## src/rtl/wdg_pkg.sv

```systemverilog
package wdg_pkg;
  typedef enum logic [1:0] {
    WD_MON   = 2'd0,
    WD_PULSE = 2'd1,
    WD_GAP   = 2'd2
  } wd_state_e;
endpackage

```

## src/rtl/wdg_edge_det.sv

```systemverilog
module wdg_edge_det #(
  parameter int DATA_W = 32
) (
  input  logic              clk_i,
  input  logic              rst_ni,
  input  logic [DATA_W-1:0] data_i,
  output logic              act_o
);
  logic [DATA_W-1:0] prev_q;
  logic [DATA_W-1:0] diff_w;

  always_ff @(posedge clk_i or negedge rst_ni) begin
    if (!rst_ni) prev_q <= '0;
    else         prev_q <= data_i;
  end

  for (genvar i = 0; i < DATA_W; i++) begin : g_bit
    assign diff_w[i] = data_i[i] ^ prev_q[i];
  end

  assign act_o = |diff_w;
endmodule

```

## src/rtl/wdg_idle_timer.sv

```systemverilog
module wdg_idle_timer #(
  parameter int TO_W = 32
) (
  input  logic            clk_i,
  input  logic            rst_ni,
  input  logic            run_i,
  input  logic            act_i,
  input  logic [TO_W-1:0] timeout_i,
  output logic            trip_o
);
  logic [TO_W-1:0] idle_q;
  logic [TO_W:0]   idle_nxt;
  logic [TO_W-1:0] thr;

  assign idle_nxt = {1'b0, idle_q} + {{TO_W{1'b0}}, 1'b1};
  assign thr      = (timeout_i == '0) ? {{(TO_W-1){1'b0}}, 1'b1} : timeout_i;
  assign trip_o   = run_i & ~act_i & (idle_nxt >= {1'b0, thr});

  always_ff @(posedge clk_i or negedge rst_ni) begin
    if (!rst_ni)                         idle_q <= '0;
    else if (!run_i || act_i || trip_o)  idle_q <= '0;
    else                                 idle_q <= idle_nxt[TO_W-1:0];
  end
endmodule

```

## src/rtl/wdg_pulse_seq.sv

```systemverilog
module wdg_pulse_seq
  import wdg_pkg::*;
#(
  parameter int PW_W = 16
) (
  input  logic            clk_i,
  input  logic            rst_ni,
  input  logic            trip_i,
  input  logic            act_i,
  input  logic [PW_W-1:0] width_i,
  input  logic [PW_W-1:0] gap_i,
  output wd_state_e       state_o,
  output logic            recover_o
);
  wd_state_e       state_q, state_d;
  logic [PW_W-1:0] cnt_q, cnt_d;
  logic [PW_W-1:0] len, len_eff;
  logic            done;

  assign len     = (state_q == WD_PULSE) ? width_i : gap_i;
  assign len_eff = (len == '0) ? {{(PW_W-1){1'b0}}, 1'b1} : len;
  assign done    = ({1'b0, cnt_q} + {{PW_W{1'b0}}, 1'b1}) >= {1'b0, len_eff};

  always_comb begin
    state_d   = state_q;
    cnt_d     = cnt_q + 1'b1;
    recover_o = 1'b0;
    unique case (state_q)
      WD_MON: begin
        cnt_d = '0;
        if (trip_i) state_d = WD_PULSE;
      end
      WD_PULSE: begin
        // device held in reset: bus changes are not trusted here
        if (done) begin
          state_d = WD_GAP;
          cnt_d   = '0;
        end
      end
      WD_GAP: begin
        if (act_i) begin
          state_d   = WD_MON;
          cnt_d     = '0;
          recover_o = 1'b1;
        end else if (done) begin
          state_d = WD_PULSE;
          cnt_d   = '0;
        end
      end
      default: begin
        state_d = WD_MON;
        cnt_d   = '0;
      end
    endcase
  end

  always_ff @(posedge clk_i or negedge rst_ni) begin
    if (!rst_ni) begin
      state_q <= WD_MON;
      cnt_q   <= '0;
    end else begin
      state_q <= state_d;
      cnt_q   <= cnt_d;
    end
  end

  assign state_o = state_q;
endmodule

```

## src/rtl/wdg_sat_cnt.sv

```systemverilog
module wdg_sat_cnt #(
  parameter int CNT_W = 8
) (
  input  logic             clk_i,
  input  logic             rst_ni,
  input  logic             inc_i,
  output logic [CNT_W-1:0] cnt_o
);
  logic [CNT_W-1:0] cnt_q;

  always_ff @(posedge clk_i or negedge rst_ni) begin
    if (!rst_ni)                  cnt_q <= '0;
    else if (inc_i && !(&cnt_q))  cnt_q <= cnt_q + 1'b1;
  end

  assign cnt_o = cnt_q;
endmodule

```

## src/rtl/activity_watchdog.sv

```systemverilog
module activity_watchdog
  import wdg_pkg::*;
#(
  parameter int DATA_W = 32,
  parameter int TO_W   = 32,
  parameter int PW_W   = 16,
  parameter int CNT_W  = 8
) (
  input  logic              clk_i,
  input  logic              rst_ni,
  input  logic [DATA_W-1:0] data_i,
  input  logic [TO_W-1:0]   timeout_i,
  input  logic [PW_W-1:0]   pulse_width_i,
  input  logic [PW_W-1:0]   pulse_gap_i,
  output logic              dev_rst_o,
  output logic              hung_o,
  output logic [CNT_W-1:0]  recov_cnt_o
);
  logic      act, trip, recover;
  wd_state_e state;

  wdg_edge_det #(.DATA_W(DATA_W)) u_edge (
    .clk_i (clk_i),
    .rst_ni(rst_ni),
    .data_i(data_i),
    .act_o (act)
  );

  wdg_idle_timer #(.TO_W(TO_W)) u_idle (
    .clk_i    (clk_i),
    .rst_ni   (rst_ni),
    .run_i    (state == WD_MON),
    .act_i    (act),
    .timeout_i(timeout_i),
    .trip_o   (trip)
  );

  wdg_pulse_seq #(.PW_W(PW_W)) u_seq (
    .clk_i    (clk_i),
    .rst_ni   (rst_ni),
    .trip_i   (trip),
    .act_i    (act),
    .width_i  (pulse_width_i),
    .gap_i    (pulse_gap_i),
    .state_o  (state),
    .recover_o(recover)
  );

  wdg_sat_cnt #(.CNT_W(CNT_W)) u_cnt (
    .clk_i (clk_i),
    .rst_ni(rst_ni),
    .inc_i (recover),
    .cnt_o (recov_cnt_o)
  );

  assign dev_rst_o = (state == WD_PULSE);
  assign hung_o    = (state != WD_MON);
endmodule

```

## config.mk

```make
export PLATFORM = sky130hd
export DESIGN_NAME = activity_watchdog
export DESIGN_NICKNAME = d
export VERILOG_FILES = /design/src/rtl/wdg_pkg.sv /design/src/rtl/wdg_edge_det.sv /design/src/rtl/wdg_idle_timer.sv /design/src/rtl/wdg_pulse_seq.sv /design/src/rtl/wdg_sat_cnt.sv /design/src/rtl/activity_watchdog.sv
export SDC_FILE = /design/constraint.sdc
export NUM_CORES = 1
export LEC_CHECK = 0
export CORE_ASPECT_RATIO = 1.1
export CORE_UTILIZATION = 46
export DETAILED_ROUTE_END_ITERATION = 10
export PLACE_DENSITY = 0.75
export SETUP_SLACK_MARGIN = 0.5
export SLEW_MARGIN = 20
export SYNTH_ARGS = -nofsm -noshare
export SYNTH_HDL_FRONTEND = slang
export SYNTH_SLANG_ARGS = --single-unit
```

## constraint.sdc

```tcl
create_clock -name clk_i -period 4.1 [get_ports clk_i]
set_clock_uncertainty 0.15 [all_clocks]
set_input_delay 0.615 -clock clk_i [delete_from_list [all_inputs] [get_ports clk_i]]
set_output_delay 0.615 -clock clk_i [all_outputs]
set_load 0.02 [all_outputs]
```

# Yosys cells after proc, flatten, opt, wreduce, memory -nomap -nowiden
# Index checks and enable logic that the tools add are counted.
[word_totals]
reg_bits = 90
input_bits = 98
romBits = 0
wordCells = 77
latchBits = 0
mem_bits_rw = 0
out_inout_bits = 10
n_memories = 0
[classes]
order_cmp = 2
n_reduce_logical = 12
multipliers = 0
n_eq_ne = 5
addsub = 4
mux = 14
div_mod_pow = 0
shifts = 0
bitwise = 35
[ops]
columns = ["operator", "count"]
rows = [
  ["$mux W16", 4],
  ["$mux W32", 2],
  ["$add A32 B1 Y33 const B", 1],
  ["$ge A33 B32 Y1", 1],
  ["$logic_not A32 Y1", 1],
  ["$pmux W16 S2", 1],
  ["$reduce_or A32 Y1", 1],
  ["$xor A1 B1 Y1", 32],
  ["$add A16 B1 Y17 const B", 1],
  ["$ge A17 B16 Y1", 1],
  ["$add A16 B1 Y16 const B", 1],
  ["$logic_not A16 Y1", 1],
  ["$add A8 B1 Y8 const B", 1],
  ["$mux W2", 4],
  ["$reduce_and A8 Y1", 1],
  ["$pmux W2 S3", 1],
  ["$ne A3 B2 Y1 const B", 1],
  ["$reduce_and A3 Y1", 1],
  ["$and A1 B1 Y1", 2],
  ["$eq A2 B1 Y1 const B", 1],
  ["$eq A2 B2 Y1 const B", 1],
  ["$logic_not A1 Y1", 2],
  ["$logic_not A2 Y1", 1],
  ["$logic_or A1 B1 Y1", 2],
  ["other kinds (6)", 7],
]

# Longest topological paths before layout
# Gate-level depths: netlist of the first run.
[logic_depth]
ltp_word = 8
depth_mapped = 17
ltp_nobuf = 14

# Cells and area by module
# From an unflattened synthesis of the first run, not the netlist that was laid out.
[unflattened]
cells_unflattened = 562
hier_area_um2 = 5693.0
[by_module_without_submodules]
columns = ["module", "area_each_um2", "seq_area_each_um2", "instances", "cells_each"]
rows = [
  ["wdg_idle_timer", 2575.0, 800.8, 1, 291],
  ["wdg_pulse_seq", 1561.5, 450.4, 1, 158],
  ["wdg_edge_det", 1147.4, 800.8, 1, 75],
  ["wdg_sat_cnt", 390.4, 200.2, 1, 35],
  ["activity_watchdog", 18.8, 0.0, 1, 3],
]

# Least setup slack after synthesis of the first run
# OpenSTA, ideal clock, no wires.
[synth_path]
path_type = "reg2reg"
from = "register u_seq.state_q[1], in the netlist u_seq.state_o[1]"
to = "register u_seq.state_q[0], in the netlist u_seq.state_o[0]"
setup_time_ps = 125
stages_incl_launch_ff = 17
required_time_ps = 3825
setup_slack_ps = -63
n_path_buf = 2
period_less_slack_ps = 4163
arrival_ps = 3888
cell_sequence = "dfrtp_1 > inv_1 > ha_1 > clkbuf_1 > buf_1 > mux2i_1 > nand4_1 > or4_1 > nand2_1 > ha_1 > nor2b_1 > o21ai_0 > a31oi_1 > o31ai_1 > o2111ai_1 > a211oi_2 > mux2_2"
[synth_via]
elab_chain_cells = 7
elab_cells_between_ends = 14
cone_classes = "order compare: 1; eq/ne: 5; mux: 3; bitwise: 2; reduce/logical: 3"
[synth_rtl]
columns = ["item", "line_no", "rtl"]
rows = [
  ["start, declared", "wdg_pulse_seq.sv:15", "wd_state_e state_q, state_d;"],
  ["start signal, assigned", "wdg_pulse_seq.sv:62", "state_q <= state_d;"],
  ["$eq A2 B1 Y1 *", "-", ""],
  ["named net dev_rst_o", "activity_watchdog.sv:15", "output logic dev_rst_o,"],
  ["$mux W16", "wdg_pulse_seq.sv:20", "assign len = (state_q == WD_PULSE) ? width_i : gap_i;"],
  ["$logic_not A16 Y1", "wdg_pulse_seq.sv:21", "assign len_eff = (len == '0) ? {{(PW_W-1){1'b0}}, 1'b1} : len;"],
  ["$mux W16", "wdg_pulse_seq.sv:21", ""],
  ["$ge A17 B16 Y1", "wdg_pulse_seq.sv:22", "assign done = ({1'b0, cnt_q} + {{PW_W{1'b0}}, 1'b1}) >= {1'b0, len_eff};"],
  ["$ne A3 B2 Y1 (no line) / $ne A2 B1 Y1 (equally long branches)", "-", ""],
  ["$reduce_and A3 Y1 (no line)", "-", ""],
]
# The timed path passes the listed nets; every way through them passes the cells marked *.
# A chain may end at the register's enable or synchronous reset.

# Worst setup path in the final report of the first run
[layout_path]
from = "register u_idle.idle_q[0]"
to = "register u_seq.state_q[0], in the netlist u_seq.state_o[0]"
[layout_via]
elab_chain_cells = 5
[layout_rtl]
columns = ["item", "line_no", "rtl"]
rows = [
  ["start, declared", "wdg_idle_timer.sv:11", "logic [TO_W-1:0] idle_q;"],
  ["start signal, assigned", "wdg_idle_timer.sv:22", "else idle_q <= idle_nxt[TO_W-1:0];"],
  ["$add A32 B1 Y33", "wdg_idle_timer.sv:15", "assign idle_nxt = {1'b0, idle_q} + {{TO_W{1'b0}}, 1'b1};"],
  ["$ge A33 B32 Y1", "wdg_idle_timer.sv:17", "assign trip_o = run_i & ~act_i & (idle_nxt >= {1'b0, thr});"],
  ["$and A1 B1 Y1", "wdg_idle_timer.sv:17", ""],
  ["$ne A2 B2 Y1 (no line)", "-", ""],
  ["$reduce_and A3 Y1 (no line)", "-", ""],
]
# No other way between the ends.

==> results of run 1 <==
## area by class of cell
type                    instances  share of cell area [%]
inverters                      39                    1.97
well taps                     150                    2.52
flip-flops and latches         90                    30.3
clock inverters                 5                    1.06
multi-input cells             398                    43.4
repair buffers                132                    17.6
clock buffers                  10                    3.07
## sequential cells by signal, indices dropped and copies added (netlist names)
register	flops
u_edge.prev_q	32
u_idle.idle_q	32
u_seq.cnt_q	16
u_cnt.cnt_o	8
u_seq.state_o	2
## cell usage in the layout (no fill, tap or decap), types with 4 or more instances in the layout
cell,instances
buf_4,20
nor2_1,20
inv_1,38
nand4_1,27
clkbuf_16,9
dfrtp_2,4
nor4_2,4
mux2i_1,8
xnor2_1,34
ha_1,53
mux2i_2,4
dfrtp_1,86
a21oi_1,18
o21ai_0,6
xor2_1,48
nand2_1,33
and3_2,9
a21o_1,8
clkdlybuf4s50_1,103
nand3_1,17
nor2b_1,19
nor4_1,12
nor3_1,4
and3_1,24
mux2i_4,4
## Yosys cell counts, types with 2 or more instances
| cell | n |
|---|---|
| buf_6 | 3 |
| and3_2 | 9 |
| and2_1 | 2 |
| a211oi_2 | 2 |
| dfrtp_1 | 90 |
| and4_1 | 6 |
| nand2b_1 | 2 |
| inv_1 | 39 |
| nor2b_1 | 19 |
| nand3_1 | 20 |
| nand2_1 | 34 |
| nor2_1 | 22 |
| a21oi_1 | 18 |
| clkbuf_1 | 4 |
| mux2i_1 | 16 |
| nor3_1 | 7 |
| a21o_1 | 8 |
| nor4_1 | 17 |
| mux2_2 | 3 |
| xnor2_1 | 34 |
| a211oi_1 | 2 |
| and3_1 | 24 |
| ha_1 | 55 |
| xor2_1 | 49 |
| o21ai_0 | 10 |
| nand4_1 | 27 |
## worst min-delay path by stage
| stage | from | endpoint | slack [ns] | cells past startpoint |
|---|---|---|---|---|
| after global placement | u_cnt.cnt_o[4] | u_cnt.cnt_o[4] | 0.33 | 1 |
| after floorplan | rst_ni | u_cnt.cnt_o[0] | 0.17 | 0 |
| after detailed placement | u_cnt.cnt_o[4] | u_cnt.cnt_o[4] | 0.34 | 1 |
| after CTS | u_cnt.cnt_o[4] | u_cnt.cnt_o[4] | 0.35 | 1 |
| final | rst_ni | u_edge.prev_q[23] | 0.18 | 1 |
| after global routing | rst_ni | u_edge.prev_q[23] | 0.24 | 1 |
## repair_timing
| item | CTS | global route |
|---|---|---|
| pin swaps | 6 | 20 |
| gates resized for setup | 25 | 37 |
| buffers inserted | 7 | 11 |
| endpoints found under the setup margin | 49 | 49 |
## power by group through the flow
stage | logic [uW] | clock network, uW | registers, uW
after global routing | 226 | 913 | 912
after floorplan | 56.0 | 0 | 927
after detailed placement | 192 | 0 | 928
after CTS | 200 | 875 | 912
final | 205 | 861 | 912
after global placement | 185 | 0 | 927
## routing by layer
metal,up-vias,track usage (%)
met4,0,9.72
met1,2114,24.2
li1,2157,-
met5,-,0
met2,101,40.5
met3,20,3.46
## stage by stage
step                      util [%]  cells  hold slack, ns  power (uW)
after floorplan                  -    537           0.169         983
after CTS                     62.4    813           0.347        1990
final                         64.5    824           0.180        1980
after global routing          64.5    824           0.243        2050
after global placement        58.3    791           0.335        1110
after detailed placement      58.3    791           0.338        1120
## logic make-up (layout without fill, tap and decap cells)
group	count (synthesis)	in the layout
fa+ha+maj	55	55
compound gates	48	48
xor+xnor	83	83
mux	19	19
simple gates	193	193
flops	90	90
buf+inv	49	186
==> results.py, run 1 <==
metrics = {
    "status": {
        "status": "finished clean",
    },
    "worst_setup_path": {
        "crit_buf_inv": 3,
        "cp.depth": 15,
        "r2r_start": "u_idle.idle_q[0]",
        "crit_slowest_cell": "dfrtp_2",
        "end_kind": "register",
        "cp.arrival_ns": 3.74,
        "rrSetupSlack_ns": 0.43,
        "critPathLaunchType": "register",
        "endpoint": "u_seq.state_o[0]",
        "reg2reg_to": "u_seq.state_o[0]",
        "startpoint": "u_idle.idle_q[0]",
        "cp_top_family": "simple AND/OR/NAND/NOR gates",
        "cp_common_cell": "buf_4",
        "crit_type": "register to register",
        "cpPeakStageDelay_ns": 0.42,
        "crit_required_ns": 4.18,
        "path_cells": "buf_4 > and3_1 > nand4_1 > nor4_4 > buf_4 > nand2_1 > xnor2_1 > ha_1 > and4_4 > nand2b_4 > nor4_4 > a211oi_2 > buf_4 > a211oi_4 > mux2_2",
        "reg2reg_depth": 15,
        "cp_max_fo": 5,
    },
    "drt": {
        "dr.first_iter.drc_count": 128,
        "firstDrtPassIters": 4,
        "routed_wirelength_microns": 12900,
        "vias": 4392,
        "post_drt_via_cell_ratio": 5.33,
        "top_layer_used": "met4",
        "ant_nets": 0,
        "wl_met2_microns": 6810,
        "wl_per_cell_microns": 15.7,
        "drcViolationCount": 0,
        "dr_wl_met3_microns": 503,
        "met1_length_microns": 5350,
    },
    "yosys": {
        "synth.avg_cell_area_sq_um": 10.2,
        "ys.warnings.count": 0,
        "synth-main-ff-cell": "dfrtp_1",
        "synth_top_area_share_pct": 41.2,
        "synth_top_family_by_area": "simple AND/OR/NAND/NOR gates",
        "yosysTopAreaCell": "dfrtp_1",
        "synth_seq_cells": 90,
        "synth_fa_ha_area_share_pct": 12.6,
        "yosys.area_share.xor_xnor_pct": 13.3,
        "synthDistinctLibCells": 41,
        "synthesis.area_sq_um": 5470,
        "ys_seq_area_share_pct": 41.2,
        "synthCells": 537,
        "yosys-top-cells-area": "dfrtp_1 41%, ha_1 13%, xor2_1 7.9%, xnor2_1 5.4%, nand4_1 3.1%",
        "synthSimpleGateAreaFrac_pct": 19.9,
        "synth_compound_area_share_pct": 5.65,
        "syn_nets": 690,
        "synth_mux_area_share_pct": 3.55,
        "synth_edf_count": 0,
        "synthArstFlopShare_pct": 100,
    },
    "power_and_ir_drop": {
        "combPwrFrac_pct": 10.4,
        "intPower_uw": 1550,
        "power_density_nw_per_um2": 266,
        "switching_share_pct": 21.4,
        "pwr-share-clk_pct": 43.5,
        "p_leak_uw": 0.00354,
        "p_seq_share_pct": 46.1,
        "power.switching_uw": 423,
        "ir_worst_vdd_v": 0.000229,
    },
    "floorplan": {
        "die_x_microns": 106,
        "die_area_sq_um": 12300,
        "initial_core_util_pct": 47.3,
        "die_h_microns": 116,
        "fp-row-count": 41,
        "core_region_area_sq_um": 11500,
        "ioPinCount": 108,
    },
    "global_routing": {
        "grt_start_max_net_pins": 91,
        "grt_pass1_vias": 4547,
        "grt_util_all_layers_pct": 21.6,
        "overflow": 0,
        "grt_pass1_wl_microns": 20900,
        "antenna_found_initial": 0,
    },
    "finish": {
        "drive_gt1_share_pct": 14.5,
        "seq_area_sq_um": 2260,
        "finalInstanceArea_sq_um": 7450,
        "syn_to_final_growth_pct": 36.3,
        "multi_input_area_sq_um": 3240,
        "nets": 823,
        "diodes": 0,
        "n_fill_cell": 945,
    },
    "clocking": {
        "clk_root_buffer_cell": "clkbuf_16",
        "cts.sinks": 90,
        "htreeDepth": 3,
        "clockBufferDepth": 2,
        "cts_tree": "built",
        "postCtsHoldBufs": 0,
        "cts_made_buffers": 9,
        "clk_latency_ns": 0.34,
        "clk_pin_slew_ns": 0.06,
    },
    "sta": {
        "rsz0062_at_grt": "true",
        "hold_viol_final": 0,
        "slew_violations": 0,
        "finalCritPeriodShare_pct": 89.5,
        "post-route-min-period_ns": 3.67,
        "setup_viol": 0,
        "slew-limit-headroom_pct": 47.3,
        "fmax_ghz": 0.273,
        "layout_setup_ws_ns": 0.432,
        "worst_pin_slew_ns": 0.790,
        "setup_tns_ns": 0,
    },
    "placed_design": {
        "gp_congestion": 0.796,
        "dp_hpwl_microns": 9560,
        "post-place-ws_ns": 0.0103,
        "dpl_cell_area_sq_um": 6720,
        "port_buffers": 107,
    },
    "run": {
        "cap_violations": 0,
    },
    "hold_path": {
        "hold_class": "primary input to asynchronous set/reset pin",
    },
}
Note: power is estimated with default switching activity, not from simulation.
==> run 2: changes to the inputs <==
- GPL_ROUTABILITY_DRIVEN: unset -> 0
- PLACE_DENSITY: 0.75 -> 0.72
==> run 2 against run 1 <==
Effect of this change: flip-flop and latch count is the same; count of clock-buffer cells in the layout grew 1; global-route usage grew 1.3 points; combinational power is essentially flat; utilization grew 2.6 points; largest power group unchanged; via count grew 5.1%; fmax is essentially flat; clock power grew 5.3%.
==> results.py, run 2 (synthesized netlist as in run 1, its figures left out) <==
metrics = {
    "status": {
        "status": "finished clean",
    },
    "drt": {
        "drcViolationCount": 0,
        "post_drt_via_cell_ratio": 5.48,
        "dr.first_iter.drc_count": 171,
        "ant_nets": 0,
        "wl_per_cell_microns": 16.9,
        "firstDrtPassIters": 6,
        "vias": 4615,
        "routed_wirelength_microns": 14200,
    },
    "sta": {
        "post-route-min-period_ns": 3.67,
        "fin_hold_ws_ns": 0.173,
        "layout_setup_ws_ns": 0.435,
        "slew_violations": 0,
        "setup_viol": 0,
        "slew-limit-headroom_pct": 46.1,
        "fmax_ghz": 0.273,
        "hold_viol_final": 0,
        "finalCritPeriodShare_pct": 89.4,
        "rsz0062_at_grt": "true",
        "worst_pin_slew_ns": 0.809,
    },
    "global_routing": {
        "grt_util_all_layers_pct": 22.8,
        "grt_start_max_net_pins": 91,
        "overflow": 0,
        "grt_pass1_vias": 4743,
        "antenna_found_initial": 0,
        "grt_pass1_wl_microns": 22000,
    },
    "finish": {
        "seq_area_sq_um": 2250,
        "diodes": 0,
        "syn_to_final_growth_pct": 41.7,
        "final_cell_mix": "103 x clkdlybuf4s50_1, 88 x dfrtp_1, 53 x ha_1",
        "post-route-util_pct": 67.1,
        "n_fill_cell": 846,
        "mostFrequentLayoutCell": "clkdlybuf4s50_1",
        "drive_gt1_share_pct": 18.2,
        "multi_input_area_sq_um": 3340,
        "nets": 840,
        "largest_registers": "u_edge.prev_q x32, u_idle.idle_q x32, u_seq.cnt_q x16",
    },
    "power_and_ir_drop": {
        "ir_worst_vdd_v": 0.000194,
        "p_leak_uw": 0.00370,
        "power_density_nw_per_um2": 261,
    },
    "floorplan": {
        "die_h_microns": 116,
        "die_area_sq_um": 12300,
        "core_region_area_sq_um": 11500,
        "ioPinCount": 108,
        "die_x_microns": 106,
        "initial_core_util_pct": 47.3,
        "fp-row-count": 41,
    },
    "worst_setup_path": {
        "cp_common_cell": "a211oi_2",
        "crit_required_ns": 4.23,
        "cp_max_fo": 5,
        "path_cells": "clkdlybuf4s50_1 > nor4_1 > nand4_1 > o21bai_1 > ha_1 > nand2b_1 > a2111o_1 > a211oi_2 > o21ai_2 > a211oi_2 > buf_4 > buf_8 > clkbuf_16 > and3_1",
        "crit_slowest_cell": "clkdlybuf4s50_1",
        "cp_top_family": "compound AO/OA/AOI/OAI gates",
        "crit_type": "primary input to register",
        "reg2reg_to": "u_idle.idle_q[30]",
        "crit_buf_inv": 4,
        "end_kind": "register",
        "critPathLaunchType": "primary input",
        "r2r_start": "u_idle.idle_q[19]",
        "cpPeakStageDelay_ns": 0.44,
        "cp.arrival_ns": 3.79,
        "reg2reg_depth": 14,
        "rrSetupSlack_ns": 0.45,
    },
    "clocking": {
        "clk_latency_ns": 0.35,
        "postCtsHoldBufs": 0,
        "clk_root_buffer_cell": "clkbuf_16",
        "cts_tree": "built",
        "clk_pin_slew_ns": 0.06,
        "clockBufferDepth": 2,
        "htreeDepth": 3,
        "cts_made_buffers": 9,
        "cts.sinks": 90,
    },
    "placed_design": {
        "dp_hpwl_microns": 9400,
        "post-place-ws_ns": -0.0829,
        "port_buffers": 107,
    },
    "run": {
        "cap_violations": 0,
    },
    "hold_path": {
        "hold_class": "primary input to asynchronous set/reset pin",
    },
}
[run 2: timing repair]
item,in CTS,in global routing
pin swaps,17,26
buffers inserted,23,10
gates cloned,0,3
endpoints found under the setup margin,50,50
resized for setup,41,44
[run 2: metrics by stage]
| step | instances | area [sq um] | total power [uW] | TNS, ns |
|---|---|---|---|---|
| 5_1_grt | 842 | 7750 | 2110 | 0 |
| 3_5_place_dp | 790 | 6720 | 1120 | -1.39 |
| 4_1_cts | 829 | 7400 | 2030 | 0 |
| 6_report | 842 | 7750 | 2020 | 0 |
| 3_3_place_gp | 790 | 6720 | 1110 | 0 |
| 2_1_floorplan | 537 | 5490 | 983 | 0 |
[run 2: worst reg2reg max path, delay by kind of cell, from the launching register on]
kind,cells,cell delay [ns]
buffers and inverters,3,0.47
DFF,1,0.44
and+or+nand+nor,5,1.11
adders and majority gates,1,0.35
AOI/OAI and AO/OA,4,0.90
xor gates and xnor gates,1,0.16
[run 2: routing by layer]
layer	GRT usage [%]	part of all wire (%)
met1	27.3	42
met2	41.2	52
met3	3.91	4.5
met4	9.07	1.8
met5	0	0
[run 2: final cells by class]
class,count,area share [%]
Tap cell,150,2.42
Clock buffer,11,3.13
Timing Repair Buffer,149,19.2
Clock inverter,5,1.10
Inverter,39,1.89
Multi-Input combinational cell,398,43.1
Sequential cell,90,29.1
[run 2: worst max-delay path by stage]
stage | slack (ns) | to | cells after the start | from
3_3_place_gp | 0.13 | u_idle.idle_q[5] | 12 | timeout_i[24]
6_report | 0.43 | u_idle.idle_q[30] | 14 | timeout_i[17]
2_1_floorplan | 0.56 | u_seq.state_o[0] | 16 | u_seq.state_o[1]
3_5_place_dp | -0.08 | u_idle.idle_q[2] | 12 | timeout_i[16]
4_1_cts | 0.45 | u_seq.state_o[1] | 15 | u_idle.idle_q[4]
5_1_grt | 0.32 | u_seq.state_o[1] | 16 | u_idle.idle_q[0]
[run 2: where the power goes]
part,total [uW],leakage (uW),switching (uW),internal (uW)
clock,907,0.000157,352,555
sequential,911,0.00118,7.17,904
combinational,205,0.00237,84.4,120
